File: src/rtl/rst_cause_pkg.sv
package rst_cause_pkg;

    typedef enum logic [1:0] {
        CAUSE_RSVD    = 2'b00,
        CAUSE_PIN     = 2'b01,
        CAUSE_WDT     = 2'b10,
        CAUSE_PIN_DBG = 2'b11
    } cause_e;

endpackage

File: src/rtl/rst_cause_rec.sv
module rst_cause_rec
    import rst_cause_pkg::*;
(
    input  logic   clk,
    input  logic   ext_rst_n,
    input  logic   dbg_rst_en,
    input  logic   wdt_expire,
    output cause_e cause
);

    typedef struct packed {
        cause_e code;
    } rec_t;

    rec_t rec_d, rec_q;

    always_comb begin
        rec_d = rec_q;
        if (!ext_rst_n) begin
            rec_d.code = dbg_rst_en ? CAUSE_PIN_DBG : CAUSE_PIN;
        end else if (wdt_expire) begin
            rec_d.code = CAUSE_WDT;
        end
    end

    always_ff @(posedge clk) begin
        rec_q <= rec_d;
    end

    assign cause = rec_q.code;


    never_rsvd_chk: assert property (@(posedge clk) disable iff (!ext_rst_n)
        rec_q.code != CAUSE_RSVD);


    wdt_load_chk: assert property (@(posedge clk) disable iff (!ext_rst_n)
        wdt_expire |=> rec_q.code == CAUSE_WDT);


    hold_chk: assert property (@(posedge clk) disable iff (!ext_rst_n)
        !wdt_expire |=> $stable(rec_q.code));

endmodule

File: src/rtl/rst_pulse_timer.sv
module rst_pulse_timer #(
    parameter int PULSE_LEN = 128
) (
    input  logic clk,
    input  logic rst_n,
    input  logic start,
    output logic active
);

    localparam int CNT_W = (PULSE_LEN > 2) ? $clog2(PULSE_LEN) : 1;
    localparam logic [CNT_W-1:0] LAST = CNT_W'(PULSE_LEN - 1);

    typedef struct packed {
        logic             active;
        logic [CNT_W-1:0] cnt;
    } tmr_t;

    tmr_t tmr_d, tmr_q;

    always_comb begin
        tmr_d = tmr_q;
        if (tmr_q.active) begin
            if (tmr_q.cnt == LAST) begin
                tmr_d.active = 1'b0;
                tmr_d.cnt    = '0;
            end else begin
                tmr_d.cnt = tmr_q.cnt + 1'b1;
            end
        end else if (start) begin
            tmr_d.active = 1'b1;
            tmr_d.cnt    = '0;
        end
    end

    always_ff @(posedge clk) begin
        if (!rst_n) tmr_q <= '0;
        else        tmr_q <= tmr_d;
    end

    assign active = tmr_q.active;


    pulse_len_chk: assert property (@(posedge clk) disable iff (!rst_n)
        $fell(tmr_q.active) |-> $past(tmr_q.cnt) == LAST);


    no_restart_chk: assert property (@(posedge clk) disable iff (!rst_n)
        (tmr_q.active && start && tmr_q.cnt != LAST)
        |=> tmr_q.active && tmr_q.cnt == CNT_W'($past(tmr_q.cnt) + 1'b1));

endmodule

File: src/rtl/rst_cause_ctl.sv
module rst_cause_ctl
    import rst_cause_pkg::*;
#(
    parameter int DATA_W    = 16,
    parameter int PULSE_LEN = 128
) (
    input  logic              clk,
    input  logic              ext_rst_n,
    input  logic              dbg_rst_en,
    input  logic              wdt_expire,
    input  logic              reg_wr,
    input  logic [DATA_W-1:0] reg_wdata,
    output logic [DATA_W-1:0] reg_rdata,
    output logic              periph_rst_n,
    output logic              rst_out_n,
    output logic              keep_rst_n
);

    localparam int ONE_BIT   = DATA_W - 1;
    localparam int CAUSE_LSB = DATA_W - 4;
    localparam int SOFT_BIT  = 6;

    cause_e cause;
    logic   soft_start;
    logic   soft_active;

    rst_cause_rec i_rec (
        .clk        (clk),
        .ext_rst_n  (ext_rst_n),
        .dbg_rst_en (dbg_rst_en),
        .wdt_expire (wdt_expire),
        .cause      (cause)
    );

    assign soft_start = reg_wr && reg_wdata[SOFT_BIT] && ext_rst_n;

    rst_pulse_timer #(.PULSE_LEN(PULSE_LEN)) i_tmr (
        .clk    (clk),
        .rst_n  (ext_rst_n),
        .start  (soft_start),
        .active (soft_active)
    );

    always_comb begin
        reg_rdata                       = '0;
        reg_rdata[ONE_BIT]              = 1'b1;
        reg_rdata[CAUSE_LSB +: 2]       = cause;
        reg_rdata[SOFT_BIT]             = soft_active;
    end

    assign periph_rst_n = ext_rst_n && !soft_active;
    assign rst_out_n    = ext_rst_n && !soft_active;
    assign keep_rst_n   = ext_rst_n;


    keep_rst_chk: assert property (@(posedge clk) disable iff (!ext_rst_n)
        soft_active |-> keep_rst_n && !periph_rst_n && !rst_out_n);

endmodule

File: config.mk
export PLATFORM = sky130hd
export DESIGN_NAME = rst_cause_ctl
export DESIGN_NICKNAME = d
export VERILOG_FILES = /design/src/rtl/rst_cause_pkg.sv /design/src/rtl/rst_cause_rec.sv /design/src/rtl/rst_pulse_timer.sv /design/src/rtl/rst_cause_ctl.sv
export SDC_FILE = /design/constraint.sdc
export NUM_CORES = 1
export LEC_CHECK = 0
export BUFFER_PORTS_ARGS = -buffer_cell sky130_fd_sc_hd__clkbuf_2
export CAP_MARGIN = 15
export CORE_MARGIN = 2
export CORE_UTILIZATION = 36
export DETAILED_ROUTE_END_ITERATION = 7
export GPL_TIMING_DRIVEN = 0
export PLACE_DENSITY_LB_ADDON = 0.25
export RECOVER_POWER = 50
export SLEW_MARGIN = 20
export SYNTH_ARGS = -nofsm -noshare
export SYNTH_HDL_FRONTEND = slang
export SYNTH_SLANG_ARGS = --single-unit
File: constraint.sdc
create_clock -name clk -period 1.2 [get_ports clk]
set_input_delay 0.06 -clock clk [delete_from_list [all_inputs] [get_ports clk]]
set_output_delay 0.06 -clock clk [all_outputs]
set_load 0.03 [all_outputs]
==> results of run 1 <==
[cells by family after synthesis]
group	count (synthesis)
buffers and inverters	20
and+or+nand+nor	18
other	2
adders and majority gates	1
xor gates and xnor gates	1
AOI/OAI and AO/OA	16
DFF	10
muxes	1
[state kept, by name, indices dropped and copies added, names as in the netlist]
name,flops
i_rec.cause,2
i_tmr.tmr_q,7
i_tmr.active,1
[area by class of cell]
type                            count  area, um2
Sequential cell                    10      225.2
Clock inverter                      1      3.754
Fill cell                         142      775.7
Inverter                            3      11.26
Multi-Input combinational cell     50      319.1
Tap cell                           16      20.02
Clock buffer                        3      22.52
Buffer                             17      131.4
Timing Repair Buffer               11      50.05
[metal layers]
layer	track usage (%)	up-vias
met1	12.81	236
met4	12.94	0
met3	4.365	4
li1	-	267
met5	0	-
met2	19.44	16
[power groups by stage]
stage          clock [uW]  sequential [uW]  combinational (uW)
2_1_floorplan           0              382                 138
3_3_place_gp            0              370                 181
3_5_place_dp            0              370                 182
4_1_cts               255              364                 182
5_1_grt               272              366                 196
6_report              236              365                 183
[worst paths after layout]
path,from,endpoint,slack [ns],cells after the start
worst max-delay path,i_tmr.tmr_q[3],i_tmr.tmr_q[6],0.05,4
worst min-delay path,dbg_rst_en,i_rec.cause[1],0.05,2
worst max register to register,i_tmr.tmr_q[3],i_tmr.tmr_q[6],0.05,4
worst min register to register,i_tmr.tmr_q[2],i_tmr.tmr_q[2],0.50,2
[repair_timing]
item	in CTS	in global routing
setup endpoints to repair	5	5
pin swaps	0	0
resized for setup	4	6
cloned	0	0
[Yosys cell counts, types with 2 or more instances]
cell                       instances  area share [%]
sky130_fd_sc_hd__buf_4            16              19
sky130_fd_sc_hd__nand3_1           3             2.4
sky130_fd_sc_hd__edfxtp_1          2             9.7
sky130_fd_sc_hd__a211oi_1          3             3.7
sky130_fd_sc_hd__conb_1            2             1.2
sky130_fd_sc_hd__a22oi_1           2             2.4
sky130_fd_sc_hd__o21ai_0           3             2.4
sky130_fd_sc_hd__nand2_1           2             1.2
sky130_fd_sc_hd__dfxtp_1           8              26
sky130_fd_sc_hd__inv_2             2             1.2
sky130_fd_sc_hd__nor2_1            6             3.7
sky130_fd_sc_hd__a21oi_1           4             3.2
[worst reg2reg max path, cell delays in order (launching register included)]
cell	delay, ns
sky130_fd_sc_hd__dfxtp_1	0.32
sky130_fd_sc_hd__buf_6	0.12
sky130_fd_sc_hd__nand4_1	0.14
sky130_fd_sc_hd__or3_1	0.37
sky130_fd_sc_hd__a21oi_1	0.13
[per-stage QoR]
stage | total power [uW] | instance area (um2) | TNS, ns
global route | 834.7 | 783.3 | -0.003694
CTS | 801.7 | 774.5 | 0
global placement | 550.8 | 733.2 | -0.05522
floorplan | 520.0 | 658.1 | 0
detailed placement | 552.0 | 733.2 | -0.07088
finish | 783.0 | 783.3 | 0
==> results.ini, run 1 <==
[critical_path]
worst_endpoint_required_time_ns = 1.40
timing.critical_path.buf_inv = 1
critical_setup_path_class = reg -> reg
critical_path.startpoint_type = register
max_stage_delay_ns = 0.37
slowest_stage = sky130_fd_sc_hd__or3_1
timing.critical_path.to_type = register
arrival_ns = 1.35
biggest_fanout_along_the_worst_timing_path = 7
ordered_list_of_cells_on_the_worst_path = buf_6, nand4_1, or3_1, a21oi_1
critical_path.top_delay_family = simple AND/OR/NAND/NOR gates

[timing]
clock_skew_ns = 0.003180
max_freq_mhz = 870.3
drv_slew = 0
fin_worst_hold_slack_ns = 0.05071
layout_worst_path_cycle_share_pct = 95.75
worst_slack_ns = 0.05100
finalCriticalPeriod_ns = 1.149
setup_viol_count_final = 0
finalHoldViolations = 0

[global_route]
number_of_global_route_vias_before_repair = 448
grt_max_degree = 11
number_of_antenna_violations_at_the_first_check_in_global_routing = 0
groute.usage.overall_pct = 12.64
grt_overflow_total = 0
wire_length_of_the_first_global_routing_pass_um = 1794

[cells_and_area]
layout.cells.most_common = sky130_fd_sc_hd__buf_4
final_cell_count_without_fillers = 111
mostFrequentLayoutCells = sky130_fd_sc_hd__buf_4 (16), sky130_fd_sc_hd__conb_1 (13), sky130_fd_sc_hd__clkbuf_2 (6)
final_core_utilization_pct = 50.24
drive_above_1_share_pct = 42.11
num-nets-final = 118
synth_to_layout_area_growth_pct = 26.98
num_antenna_cells = 0

[detailed_routing]
via_per_inst = 4.712
drc = 0
routed-via-count = 523
routed_length_on_met3_um = 53
postRouteWirelength_um = 1050
average_wire_per_standard_cell_um = 9.459
firstDrtPassIters = 4
met2WireLength_um = 541
highest-signal-layer = met4
drtIter0Drc = 7
detail_route.wirelength.met1_um = 428
route.antenna.remaining_nets = 0

[synthesis]
part_of_the_yosys_area_used_for_sequential_elements_pct = 35.70
synth_area_um2 = 616.8
largest_family_of_logic_cells_by_synthesized_area = buffers and inverters
synthSimpleGateAreaFrac_pct = 15.01
mean_syn_cell_area_um2 = 8.940
synthesis.yosys.warnings = 0
synth_fa_ha_area_share_pct = 2.028
muxShareOfSynthArea_pct = 1.623
synthFlopType = sky130_fd_sc_hd__dfxtp_1
ys_seq_elements = 10
synthesized_instance_count = 69
post_synth_arst_share_pct = 0
synth_xor_xnor_area_share_pct = 1.420
netlist-cell-type-count = 28
synth-edff-count = 2
synth-compound-area-share_pct = 19.88

[pwr]
power.share.sequential_pct = 46.6
switchingPower_uw = 246.5
power.share.clock_pct = 30.1
power-per-cell-area_mw_per_mm2 = 999.7
swShare_pct = 31.48
power_leakage_uw = 0.0003287
comb_power_share_pct = 23.3
ir_worst_vdd_v = 0.0005359
p_int_uw = 536.5

[floorplan]
floorplan.die_area_mm2 = 0.002061
die-height_um = 45.40
design.core.area_mm2 = 0.001559
start_util_pct = 39.57
fp-row-count = 14
chipWidth_um = 45.40
ports = 40

[clocking]
postCtsSetupBuffers = 0
clk_lat_worst_skew_ns = 0.27
cts_root_buffer = sky130_fd_sc_hd__clkbuf_4
clock_pin_slew_reported_for_the_worst_setup_and_hold_paths_after_clock_tree_synthesis_ns = 0.07
tritoncts = done
cts_buffer_depth = 2
cts.htree.levels = 1
tritoncts_buffer_count = 3
postCtsHoldBufs = 0
numClockSinks = 10

[place]
place.detailed.instances = 107
dp.final_hpwl_um = 795.8
pre_cts_slack_ns = -0.07088
io_buffer_count = 11
gp_congestion = 0.8150

[flow_run]
cap_violations = 0

[outcome]
status = complete, no violations

[min_path]
worstHoldPathType = in -> reg

Note: power is estimated with default switching activity, not from simulation.
==> run 2, diff against run 1 <==
--- a/config.mk
+++ b/config.mk
@@ -8,7 +8,7 @@
 export BUFFER_PORTS_ARGS = -buffer_cell sky130_fd_sc_hd__clkbuf_2
 export CAP_MARGIN = 15
 export CORE_MARGIN = 2
-export CORE_UTILIZATION = 36
+export CORE_UTILIZATION = 40
 export DETAILED_ROUTE_END_ITERATION = 7
 export GPL_TIMING_DRIVEN = 0
 export PLACE_DENSITY_LB_ADDON = 0.25
==> constraint.sdc (replaced) <==
create_clock -name clk -period 1.1 [get_ports clk]
set_input_delay 0.055 -clock clk [delete_from_list [all_inputs] [get_ports clk]]
set_output_delay 0.055 -clock clk [all_outputs]
set_load 0.03 [all_outputs]
==> run 2 against run 1 <==
Net effect:
- the flow now finishes with violations (setup timing)
- hold slack is essentially flat
- non-clock buffer count grew 4
- clock skew grew 0.0062 ns
- maximum frequency grew 2.1%
- sequential power grew 5.5%
- combinational power grew 17%
- clock power grew 39%
- count of clock-buffer cells in the layout grew 1
- largest cell class unchanged
- largest power group unchanged
==> results.ini, run 2 (same netlist as run 1, synthesis figures left out) <==
[outcome]
status = complete, but fails checks
failed_checks = setup timing

[global_route]
number_of_antenna_violations_at_the_first_check_in_global_routing = 0  ; unchanged
grt_overflow_total = 0  ; unchanged
groute.usage.overall_pct = 13.50  ; +0.86 points
wire_length_of_the_first_global_routing_pass_um = 1849  ; +3.1%
grt_max_degree = 11  ; unchanged
number_of_global_route_vias_before_repair = 462  ; +3.1%

[clocking]
tritoncts_buffer_count = 3  ; unchanged
cts_root_buffer = sky130_fd_sc_hd__clkbuf_4
clk_lat_worst_skew_ns = 0.26  ; about the same
clock_pin_slew_reported_for_the_worst_setup_and_hold_paths_after_clock_tree_synthesis_ns = 0.07  ; about the same
cts_buffer_depth = 2  ; unchanged
cts.htree.levels = 1  ; unchanged
tritoncts = done
postCtsHoldBufs = 0  ; unchanged
numClockSinks = 10  ; unchanged

[floorplan]
floorplan.die_area_mm2 = 0.001872  ; -9.1%
chipWidth_um = 43.27  ; -4.7%
ports = 40  ; unchanged
design.core.area_mm2 = 0.001471  ; -5.6%
start_util_pct = 41.92  ; +2.4 points
fp-row-count = 14  ; unchanged
die-height_um = 43.27  ; -4.7%

[timing]
finalCriticalPeriod_ns = 1.125  ; -0.02357 ns
worst_slack_ns = -0.02544  ; -0.07643 ns
layout_worst_path_cycle_share_pct = 102.3  ; +6.6 points
fin_worst_hold_slack_ns = 0.05073  ; +0.00001630 ns
rsz0062_at_grt = true
clock_skew_ns = 0.009421  ; +0.006241 ns
final.setup.tns_ns = -0.05659  ; -0.05659 ns
max_freq_mhz = 888.5  ; +2.1%
setup_viol_count_final = 4  ; +4
drv_slew = 0  ; unchanged
finalHoldViolations = 0  ; unchanged

[critical_path]
slowest_stage = sky130_fd_sc_hd__or3_4
critical_path.startpoint_type = register
ordered_list_of_cells_on_the_worst_path = ha_4, nand2_2, or3_4, a21oi_2
max_stage_delay_ns = 0.37  ; about the same
timing.critical_path.buf_inv = 0  ; -1
timing.critical_path.to_type = register
critical_path.top_delay_family = simple AND/OR/NAND/NOR gates
biggest_fanout_along_the_worst_timing_path = 3  ; -4
worst_endpoint_required_time_ns = 1.30  ; -0.10 ns
critical_setup_path_class = reg -> reg
arrival_ns = 1.32  ; -0.03 ns

[cells_and_area]
num_antenna_cells = 0  ; unchanged
final_core_utilization_pct = 58.67  ; +8.4 points
synth_to_layout_area_growth_pct = 39.96
area_of_combinational_cells_with_multiple_inputs_um2 = 327.8  ; +2.7%
filler_cell_count = 134  ; -5.6%
post_route_standard_cell_area_excluding_fillers_um2 = 863.3  ; +10%
layout.cells.most_common = sky130_fd_sc_hd__buf_4
largest_register_by_flop_count = i_tmr.tmr_q
num-nets-final = 122  ; +3.4%
largest_register_ffs = 7  ; unchanged
mostFrequentLayoutCells = sky130_fd_sc_hd__buf_4 (20), sky130_fd_sc_hd__conb_1 (13), sky130_fd_sc_hd__clkbuf_2 (9)
drive_above_1_share_pct = 53.54  ; +11 points
final-seq-area_um2 = 241.5  ; +7.2%

[detailed_routing]
average_wire_per_standard_cell_um = 10.30  ; +8.9%
route.antenna.remaining_nets = 0  ; unchanged
routed-via-count = 538  ; +2.9%
drc = 0  ; unchanged
postRouteWirelength_um = 1185  ; +13%
firstDrtPassIters = 4  ; unchanged
via_per_inst = 4.678  ; -0.71%
drtIter0Drc = 10  ; +3

[place]
gp_congestion = 0.7120  ; -13%
dpl_cell_area_um2 = 738.2  ; +0.68%
io_buffer_count = 11  ; unchanged
dp.final_hpwl_um = 804.1  ; +1.0%

[flow_run]
cap_violations = 0  ; unchanged

[min_path]
worstHoldPathType = in -> reg

[pwr]
power-per-cell-area_mw_per_mm2 = 1075  ; +7.6%
p_total_uw = 928.4  ; +19%
power_leakage_uw = 0.0003699  ; +13%
ir_worst_vdd_v = 0.0006072  ; +13%

[run 2: worst paths after layout]
path	start	to	cells after the start	slack [ns]
worst max register to register	i_tmr.tmr_q[1]	i_tmr.tmr_q[6]	4	-0.03
worst min register to register	i_tmr.tmr_q[4]	i_tmr.tmr_q[4]	1	0.48
worst max-delay path	i_tmr.tmr_q[1]	i_tmr.tmr_q[6]	4	-0.03
worst min-delay path	dbg_rst_en	i_rec.cause[1]	2	0.05
[run 2: per-stage QoR]
stage,setup slack [ns],cells
after floorplan,-0.05524,80
after global placement,-0.1195,107
after detailed placement,-0.1305,107
after CTS,-0.01265,115
after global routing,-0.07511,115
final,-0.02544,115
[run 2: per-layer routing]
layer / GRT usage [%] / wire (um)
met3: 1.702 / 59
met5: 0 / 0
met4: 12.73 / 10
met1: 14.10 / 494
met2: 22.69 / 621
[run 2: layout make-up]
class / instances / share of cell area (%)
plain buffers: 16 / 13.91
clock buffers: 4 / 4.203
inverters: 3 / 1.304
multi-input cells: 50 / 37.97
flip-flops and latches: 10 / 27.97
well taps: 16 / 2.319
repair buffers: 16 / 12.32
[run 2: worst register-to-register path: cells and delay by family (launching register included)]
family | cells | cell delay, ns
compound gates | 1 | 0.11
fa+ha+maj | 1 | 0.16
flops | 1 | 0.36
simple gates | 2 | 0.43
[run 2: report_power, final]
part | switching, uW | total, uW | internal [uW] | leakage [uW]
registers | 8.95 | 385 | 376 | 0.0000895
clock network | 128 | 329 | 201 | 0.0000210
logic | 138 | 214 | 76.8 | 0.000259
total | 275 | 928 | 654 | 0.000370
[run 2: timing repair]
| item | CTS | global route |
|---|---|---|
| pin swaps | 4 | 3 |
| endpoints found under the hold margin | 0 | 0 |
| setup buffers | 5 | 0 |
| setup endpoints to repair | 9 | 7 |
| resized for setup | 16 | 2 |
==> run 3, diff against run 2 <==
--- a/config.mk
+++ b/config.mk
@@ -9,6 +9,7 @@
 export CAP_MARGIN = 15
 export CORE_MARGIN = 2
 export CORE_UTILIZATION = 40
+export CTS_BUF_LIST = sky130_fd_sc_hd__clkbuf_4
 export DETAILED_ROUTE_END_ITERATION = 7
 export GPL_TIMING_DRIVEN = 0
 export PLACE_DENSITY_LB_ADDON = 0.25
==> constraint.sdc (replaced) <==
create_clock -name clk -period 1.1 [get_ports clk]
set_input_delay 0.11 -clock clk [delete_from_list [all_inputs] [get_ports clk]]
set_output_delay 0.11 -clock clk [all_outputs]
set_load 0.03 [all_outputs]
==> run 3 against run 2 <==
Net effect:
- the run still ends with setup timing left
- critical endpoint unchanged
- setup slack lost 0.022 ns
- combinational power increased by 10%
- power shrank 1.9%
- largest cell class unchanged
- sequential share of layout area shrank 1.7 points
- register-to-register slack worse by 0.02 ns
- cell count up 3.5%
- clock power decreased by 12%
- first-iteration DRC count down 20%
- maximum frequency is 1.9% lower
- critical path type unchanged
- hold slack improved by 0.061 ns
==> results.ini, run 3 (same netlist as run 1, synthesis figures left out) <==
[timing]
worst_slack_ns = -0.04745  ; -0.02201 ns
finalHoldViolations = 0  ; unchanged
rsz0062_at_grt = true
layout_worst_path_cycle_share_pct = 104.3  ; +2.0 points
setup_viol_count_final = 4  ; unchanged
max_freq_mhz = 871.5  ; -1.9%
drv_slew = 0  ; unchanged
clock_skew_ns = 0.003580  ; -0.005840 ns
finalCriticalPeriod_ns = 1.147  ; +0.02201 ns

[place]
place.detailed.instances = 107  ; unchanged
io_buffer_count = 11  ; unchanged
gp_congestion = 0.6548  ; -8.0%
dp.final_hpwl_um = 826.1  ; +2.7%
dpl_cell_area_um2 = 750.7  ; +1.7%

[floorplan]
design.core.area_mm2 = 0.001471  ; unchanged
ports = 40  ; unchanged
chipWidth_um = 43.27  ; unchanged
fp-row-count = 14  ; unchanged
die-height_um = 43.27  ; unchanged
start_util_pct = 41.92  ; unchanged
floorplan.die_area_mm2 = 0.001872  ; unchanged

[detailed_routing]
postRouteWirelength_um = 1242  ; +4.8%
via_per_inst = 4.739  ; +1.3%
firstDrtPassIters = 4  ; unchanged
average_wire_per_standard_cell_um = 10.44  ; +1.3%
drtIter0Drc = 8  ; -2
route.antenna.remaining_nets = 0  ; unchanged
drc = 0  ; unchanged
routed-via-count = 564  ; +4.8%

[global_route]
number_of_global_route_vias_before_repair = 498  ; +7.8%
grt_max_degree = 11  ; unchanged
wire_length_of_the_first_global_routing_pass_um = 1966  ; +6.3%
groute.usage.overall_pct = 14.01  ; +0.51 points
grt_overflow_total = 0  ; unchanged
number_of_antenna_violations_at_the_first_check_in_global_routing = 0  ; unchanged

[cells_and_area]
num-nets-final = 126  ; +3.3%
final-seq-area_um2 = 239.0  ; -1.0%
post_route_standard_cell_area_excluding_fillers_um2 = 910.9  ; +5.5%
synth_to_layout_area_growth_pct = 47.67
largest_register_ffs = 7  ; unchanged
drive_above_1_share_pct = 58.25  ; +4.7 points
largest_register_by_flop_count = i_tmr.tmr_q
area_of_combinational_cells_with_multiple_inputs_um2 = 336.6  ; +2.7%
num_antenna_cells = 0  ; unchanged
mostFrequentLayoutCells = sky130_fd_sc_hd__buf_4 (22), sky130_fd_sc_hd__conb_1 (13), sky130_fd_sc_hd__clkbuf_2 (9)
final_cell_count_without_fillers = 119  ; +3.5%
filler_cell_count = 132  ; -1.5%
layout.cells.most_common = sky130_fd_sc_hd__buf_4

[clocking]
numClockSinks = 10  ; unchanged
tritoncts = done
cts_buffer_depth = 2  ; unchanged
clk_lat_worst_skew_ns = 0.26  ; about the same
cts_root_buffer = sky130_fd_sc_hd__clkbuf_4
clock_pin_slew_reported_for_the_worst_setup_and_hold_paths_after_clock_tree_synthesis_ns = 0.07  ; about the same
cts.htree.levels = 1  ; unchanged
tritoncts_buffer_count = 3  ; unchanged

[pwr]
ir_worst_vdd_v = 0.0006141  ; +1.1%
power_leakage_uw = 0.0003956  ; +7.0%
power-per-cell-area_mw_per_mm2 = 1000  ; -7.0%
p_total_uw = 911.2  ; -1.9%

[critical_path]
critical_setup_path_class = reg -> reg
critical_path.startpoint_type = register
biggest_fanout_along_the_worst_timing_path = 5  ; +2
arrival_ns = 1.35  ; +0.03 ns
timing.critical_path.to_type = register
worst_endpoint_required_time_ns = 1.30  ; about the same

[min_path]
worstHoldPathType = in -> reg

[outcome]
failed_checks = setup timing
status = complete, but fails checks

[flow_run]
cap_violations = 0  ; unchanged

## run 3: final timing paths
check	start	end	slack (ns)	depth (start not counted)
worst max-delay path	i_tmr.tmr_q[0]	i_tmr.tmr_q[6]	-0.05	4
worst min-delay path	dbg_rst_en	i_rec.cause[1]	0.11	2
worst max register to register	i_tmr.tmr_q[0]	i_tmr.tmr_q[6]	-0.05	4
worst min register to register	i_tmr.tmr_q[4]	i_tmr.tmr_q[4]	0.48	1
## run 3: report_power, final
part	total, uW	internal, uW	switching (uW)
Clock	289	165	125
Sequential	385	379	6.78
Combinational	236	92.1	144
Total	911	636	276
## run 3: timing repair
action | CTS | global route
resized for setup | 10 | 11
pin swaps | 7 | 2
cloned | 0 | 0
endpoints found under the setup margin | 9 | 9
buffers inserted | 7 | 1
hold buffers | 0 | 0
## run 3: through the flow
stage                     setup WS (ns)  hold WS [ns]  TNS [ns]  utilization (%)
after floorplan                 0.03111        0.2817         0                -
after global placement         -0.05653        0.3682   -0.1650            51.02
after detailed placement       -0.07921        0.3846   -0.2729            51.02
after CTS                      -0.02760        0.1039  -0.04999            59.44
after global routing           -0.07275        0.1105   -0.3837            61.90
final                          -0.04745        0.1119  -0.08790            61.90
## run 3: layer usage
layer / global-route usage, % / wire length [um]
met1: 15.89 / 463
met3: 1.277 / 84
met5: 0 / 0
met2: 23.58 / 671
met4: 10.91 / 22
## run 3: final cells by class
class                   count  share of cell area (%)
plain buffers              17                   14.42
clock buffers               4                   3.297
inverters                   3                   1.236
multi-input cells          50                   36.95
flip-flops and latches     10                   26.24
well taps                  16                   2.198
repair buffers             19                   15.66
## run 3: worst max-delay path, stage by stage (launching register included)
cell	delay, ns
sky130_fd_sc_hd__dfxtp_4	0.36
sky130_fd_sc_hd__ha_4	0.18
sky130_fd_sc_hd__nand2_2	0.07
sky130_fd_sc_hd__or3_1	0.35
sky130_fd_sc_hd__a21oi_2	0.13
